==> src/rtl/dma_burst_pkg.sv <==
package dma_burst_pkg;

  typedef enum logic [2:0] {
    ST_IDLE,
    ST_REQ,
    ST_XFER,
    ST_REL,
    ST_GBR_A,
    ST_GBR_B,
    ST_POST,
    ST_WSTAT
  } seq_state_e;

  // position inside a three-cycle word slot
  localparam logic [1:0] PH_LOAD   = 2'd0;
  localparam logic [1:0] PH_STROBE = 2'd1;
  localparam logic [1:0] PH_HOLD   = 2'd2;

endpackage

==> src/rtl/dma_slot_timer.sv <==
module dma_slot_timer
  import dma_burst_pkg::*;
#(
  parameter int unsigned CNT_W = 6
) (
  input  logic             clk_i,
  input  logic             rst_ni,
  input  logic             arm_i,
  input  logic             run_i,
  input  logic [CNT_W-1:0] count_i,
  output logic [1:0]       phase_o,
  output logic [CNT_W-1:0] idx_o,
  output logic             last_o
);

  logic [1:0]       phase_q;
  logic [CNT_W-1:0] idx_q;
  logic [CNT_W-1:0] count_q;

  always_ff @(posedge clk_i or negedge rst_ni) begin
    if (!rst_ni) begin
      phase_q <= PH_LOAD;
      idx_q   <= '0;
      count_q <= '0;
    end else begin
      if (arm_i) begin
        count_q <= count_i;
        idx_q   <= '0;
      end else if (run_i && phase_q == PH_STROBE) begin
        idx_q <= idx_q + 1'b1;
      end

      if (!run_i || phase_q == PH_HOLD) phase_q <= PH_LOAD;
      else                               phase_q <= phase_q + 1'b1;
    end
  end

  // the index already points past the word being finished in the hold cycle
  assign last_o  = run_i && (phase_q == PH_HOLD) && (idx_q == count_q);
  assign phase_o = phase_q;
  assign idx_o   = idx_q;

endmodule

==> src/rtl/dma_seq_fsm.sv <==
module dma_seq_fsm
  import dma_burst_pkg::*;
(
  input  logic       clk_i,
  input  logic       rst_ni,
  input  logic       start_i,
  input  logic       count_nz_i,
  input  logic       bcast_i,
  input  logic       grant_ni,
  input  logic       status_sent_i,
  input  logic       last_i,
  output seq_state_e state_o,
  output logic       arm_o
);

  seq_state_e state_q, state_d;
  logic       bcast_q;

  assign arm_o = (state_q == ST_IDLE) && start_i && count_nz_i;

  always_comb begin
    state_d = state_q;
    unique case (state_q)
      ST_IDLE:  if (arm_o) state_d = ST_REQ;
      ST_REQ:   if (!grant_ni) state_d = ST_XFER;
      ST_XFER:  if (last_i) state_d = ST_REL;
      ST_REL:   state_d = ST_GBR_A;
      ST_GBR_A: state_d = ST_GBR_B;
      ST_GBR_B: state_d = ST_POST;
      ST_POST:  state_d = bcast_q ? ST_IDLE : ST_WSTAT;
      ST_WSTAT: if (status_sent_i) state_d = ST_IDLE;
      default:  state_d = ST_IDLE;
    endcase
  end

  always_ff @(posedge clk_i or negedge rst_ni) begin
    if (!rst_ni) begin
      state_q <= ST_IDLE;
      bcast_q <= 1'b0;
    end else begin
      state_q <= state_d;
      if (arm_o) bcast_q <= bcast_i;
    end
  end

  assign state_o = state_q;

endmodule

==> src/rtl/dma_word_reg.sv <==
module dma_word_reg #(
  parameter int unsigned DATA_W = 16
) (
  input  logic              clk_i,
  input  logic              rst_ni,
  input  logic              load_i,
  input  logic              drop_i,
  input  logic [DATA_W-1:0] word_i,
  output logic [DATA_W-1:0] data_o,
  output logic              oe_o
);

  logic [DATA_W-1:0] word_q;
  logic              oe_q;

  always_ff @(posedge clk_i or negedge rst_ni) begin
    if (!rst_ni) begin
      word_q <= '0;
      oe_q   <= 1'b0;
    end else begin
      if (load_i) begin
        word_q <= word_i;
        oe_q   <= 1'b1;
      end else if (drop_i) begin
        oe_q <= 1'b0;
      end
    end
  end

  assign data_o = oe_q ? word_q : '0;
  assign oe_o   = oe_q;

endmodule

==> src/rtl/dma_burst_writer.sv <==
module dma_burst_writer
  import dma_burst_pkg::*;
#(
  parameter int unsigned DATA_W = 16,
  parameter int unsigned CNT_W  = 6
) (
  input  logic              clk_i,
  input  logic              rst_ni,
  input  logic              start_i,
  input  logic              bcast_i,
  input  logic              status_sent_i,
  input  logic              grant_ni,
  input  logic [CNT_W-1:0]  word_count_i,
  input  logic [DATA_W-1:0] word_data_i,
  output logic              req_no,
  output logic              ack_no,
  output logic              wr_no,
  output logic              gbr_no,
  output logic              in_cmd_o,
  output logic              data_oe_o,
  output logic [DATA_W-1:0] data_o,
  output logic [CNT_W-1:0]  word_idx_o
);

  seq_state_e state;
  logic       arm, last, run, load;
  logic [1:0] phase;

  dma_seq_fsm u_fsm (
    .clk_i         (clk_i),
    .rst_ni        (rst_ni),
    .start_i       (start_i),
    .count_nz_i    (|word_count_i),
    .bcast_i       (bcast_i),
    .grant_ni      (grant_ni),
    .status_sent_i (status_sent_i),
    .last_i        (last),
    .state_o       (state),
    .arm_o         (arm)
  );

  assign run = (state == ST_XFER);

  dma_slot_timer #(.CNT_W(CNT_W)) u_slot (
    .clk_i   (clk_i),
    .rst_ni  (rst_ni),
    .arm_i   (arm),
    .run_i   (run),
    .count_i (word_count_i),
    .phase_o (phase),
    .idx_o   (word_idx_o),
    .last_o  (last)
  );

  // first word loads on the grant edge, later words at each slot boundary
  assign load = ((state == ST_REQ) && !grant_ni) ||
                (run && (phase == PH_HOLD) && !last);

  dma_word_reg #(.DATA_W(DATA_W)) u_word (
    .clk_i  (clk_i),
    .rst_ni (rst_ni),
    .load_i (load),
    .drop_i (state == ST_REL),
    .word_i (word_data_i),
    .data_o (data_o),
    .oe_o   (data_oe_o)
  );

  assign req_no   = !((state == ST_REQ) || run);
  assign ack_no   = !run;
  assign wr_no    = !(run && (phase == PH_STROBE));
  assign gbr_no   = !((state == ST_GBR_A) || (state == ST_GBR_B));
  assign in_cmd_o = (state != ST_IDLE);

endmodule

==> config.mk <==
export PLATFORM = sky130hd
export DESIGN_NAME = dma_burst_writer
export DESIGN_NICKNAME = d
export VERILOG_FILES = /design/src/rtl/dma_burst_pkg.sv /design/src/rtl/dma_slot_timer.sv /design/src/rtl/dma_seq_fsm.sv /design/src/rtl/dma_word_reg.sv /design/src/rtl/dma_burst_writer.sv
export SDC_FILE = /design/constraint.sdc
export NUM_CORES = 1
export LEC_CHECK = 0
export BUFFER_PORTS_ARGS = -buffer_cell sky130_fd_sc_hd__buf_2
export CAP_MARGIN = 40
export CORE_MARGIN = 10
export CORE_UTILIZATION = 51
export DETAILED_ROUTE_END_ITERATION = 10
export GPL_TIMING_DRIVEN = 0
export PLACE_DENSITY = 0.79
export SLEW_MARGIN = 20
export SYNTH_ARGS = -nofsm -noshare
export SYNTH_HDL_FRONTEND = slang
export SYNTH_HIERARCHICAL = 1
export SYNTH_SLANG_ARGS = --single-unit
==> constraint.sdc <==
create_clock -name clk_i -period 2.7 [get_ports clk_i]
set_input_delay 0.27 -clock clk_i [delete_from_list [all_inputs] [get_ports clk_i]]
set_output_delay 0.27 -clock clk_i [all_outputs]
set_load 0.005 [all_outputs]
==> results by group <==
Floorplanning
  • Number of I/O pins: 56
  • Initial core utilization: 53.7%
  • Core outline area: 3420 um^2
  • Die Ht: 80.0 um
  • FP Rows: 21
  • Chip Width: 80.0 um
  • Die Area: 6390 um^2

Global routing
  • First-pass GRT wire length: 6210 um
  • GRT Util Overall: 11.9%
  • Antenna violations before repair: 0
  • Pin count of the biggest net entering global routing: 36
  • Number of global-route vias before repair: 1342
  • Total grt overflow: 0

STA
  • Endpoints failing hold: 0
  • Post-Route Skew: 0.00271 ns
  • Worst slew pin tran: 0.755 ns
  • Setup violations, final: 0
  • Fin. max-slew vios: 0
  • Slew HR: 49.7%
  • Fin crit share: 87.8%
  • RSZ-0062 raised after global routing: no
  • Max frequency: 0.422 GHz
  • Sum Neg Setup Slack: 0 ns
  • Min cycle time layout: 2.37 ns

Clock tree
  • Clock tree sinks: 35
  • Worst skew pair latency: 0.33 ns
  • CTS root buffer: clkbuf_4
  • Clock Tree Buf Depth: 2
  • Clock slew at reported path FFs: 0.10 ns
  • Hold_buf cts: 0
  • TritonCTS Buffers: 5
  • Postcts setup bufs: 0
  • Post-CTS Resized: 0
  • H-tree depth: 2
  • CTS tree: done

Pwr
  • VDD IR max: 0.555 mV
  • Final Power: 2360 uW
  • P per Cell Area: 1050 nW/um^2
  • Leakage: 0.00107 uW

Drt
  • Via count: 1341
  • WL per Instance: 14.0 um
  • DRT iter0 DRCs: 69
  • Drt total wl: 3720 um
  • Final ANT Viol Nets: 0
  • DRT Pass-1 Iters: 3
  • Avg Vias per Cell: 5.06
  • DRC Markers: 0

Placement
  • PortBufs: 55
  • Placed Area: 2170 um^2
  • Hpwl dp: 2850 um
  • Routability cong.: 0.742

Critical path
  • Reg-to-reg endpoint: u_word/word_q[10]
  • Critical Path AT: 2.59 ns
  • Reg2reg setup slack: 0.33 ns
  • CP required: 2.92 ns
  • Crit start category: flop
  • Critical Path Fanout Max: 10
  • CP Launch Point: u_fsm/state_o[1]
  • Worst r2r src: u_fsm/state_o[1]
  • CP Class: flop to flop
  • Reg2reg path depth: 7
  • Nature of the critical path endpoint: flop

Synth
  • Syn_nets: 187
  • Synthesized instance count: 156
  • FF+latch count, synth: 35
  • Sequential share of the synthesized area: 47.8%
  • Warnings, synthesis: 6
  • Mean Syn Cell Area: 11.8 um^2
  • Post-synthesis cell type count: 37
  • Mapped Area: 1830 um^2

Outcome
  • Outcome: complete, no violations

Job
  • Max cap viols: 0

Final layout
  • Syn-to-layout area delta: 22.9%
  • Most frequent cells in the layout: buf_2 (58), dfrtp_1 (35), and2_1 (16)
  • Share of layout cells above drive strength 1: 44.7%
  • N_diodes: 0
  • Final instance area: 2250 um^2
  • # fillers: 282
  • Commonest non-fill, non-tap cell in the layout: buf_2
  • Nets@finish: 249

Min path
  • Min-delay worst type: primary input to async pin
==> synthesized netlist by cell type, drive strengths merged <==
library cell	n	area share (%)
a211oi	1	0.41
a21o	1	0.48
a21oi	9	2.5
a311oi	1	0.48
and2	16	5.5
buf	6	3.1
clkbuf	1	0.20
dfrtp	35	48
ha	3	2.0
inv	5	1.0
mux2	23	16
nand2	9	2.0
nand2b	3	1.0
nand3	7	2.2
nand3b	2	1.5
nand4bb	1	0.61
nor2	6	1.2
nor3	1	0.89
nor3b	2	1.1
nor4	3	1.0
o21ai	3	0.82
o21ba	1	0.55
o31a	2	0.96
o31ai	1	0.41
or2b	1	0.41
or3	3	1.0
or4b	1	0.55
xnor2	4	1.9
xor2	5	2.4
==> kinds of logic after synthesis <==
| logic type | count (synthesis) | synth area share (%) |
|---|---|---|
| DFF | 35 | 47.8 |
| buffers and inverters | 12 | 4.37 |
| xor gates and xnor gates | 9 | 4.30 |
| and+or+nand+nor | 55 | 19.0 |
| muxes | 23 | 16.0 |
| AOI/OAI and AO/OA | 19 | 6.55 |
| adders and majority gates | 3 | 2.05 |
==> sequential cells by signal, summed over array words and instances (netlist names) <==
signal	flops
u_word/word_q	16
u_word/oe_o	1
u_fsm/state_o	3
u_slot/idx_o	6
u_slot/phase_o	2
u_slot/count_q	6
u_fsm/bcast_q	1
==> power breakdown <==
| group | switching [uW] | internal (uW) | leakage (uW) |
|---|---|---|---|
| Clock | 164 | 219 | 0.0000482 |
| Sequential | 215 | 769 | 0.000427 |
| Combinational | 409 | 581 | 0.000594 |
| Total | 788 | 1570 | 0.00107 |
==> layout make-up <==
class	instances	area [um^2]	share of cell area, %
Buffer	7	61.3	2.72
Clock buffer	6	51.3	2.28
Clock inverter	2	35.0	1.56
Inverter	5	18.8	0.833
Multi-Input combinational cell	109	877	38.9
Sequential cell	35	876	38.9
Tap cell	46	57.6	2.56
Timing Repair Buffer	55	275	12.2
==> worst max path at each step <==
stage / to / cells past startpoint
2_1_floorplan: u_word/word_q[10] / 7
3_3_place_gp: u_word/word_q[10] / 7
3_5_place_dp: u_word/word_q[4] / 7
4_1_cts: u_word/word_q[4] / 7
5_1_grt: u_word/word_q[12] / 7
6_report: u_word/word_q[10] / 7
==> through the flow <==
step | std cells | utilization [%] | setup WS [ns] | hold WS (ns)
final | 265 | 65.9 | 0.330 | 0.000222
after global routing | 265 | 65.9 | 0.195 | 0.0252
after CTS | 265 | 65.9 | 0.303 | 0.0128
after detailed placement | 257 | 63.4 | 0.334 | 0.385
after global placement | 257 | 63.4 | 0.321 | 0.392
after floorplan | 156 | - | 0.726 | -0.0256
==> layer usage <==
metal  GRT usage [%]  vias up  wire length (um)
met5               0        -                 0
met4            3.17        0                35
met3            5.41        6               356
met2            19.8       41              1700
met1            13.4      628              1630
li1                -      666                 -
==> critical path, cell delays in order, from the launching register on <==
cell and delay [ns]:
dfrtp_1 0.48, nor3b_2 0.48, nand3_1 0.13, nor4_1 0.39, o31ai_1 0.16, buf_6 0.17, buf_12 0.15, mux2_4 0.30
Power figures use the tool's default switching activity.
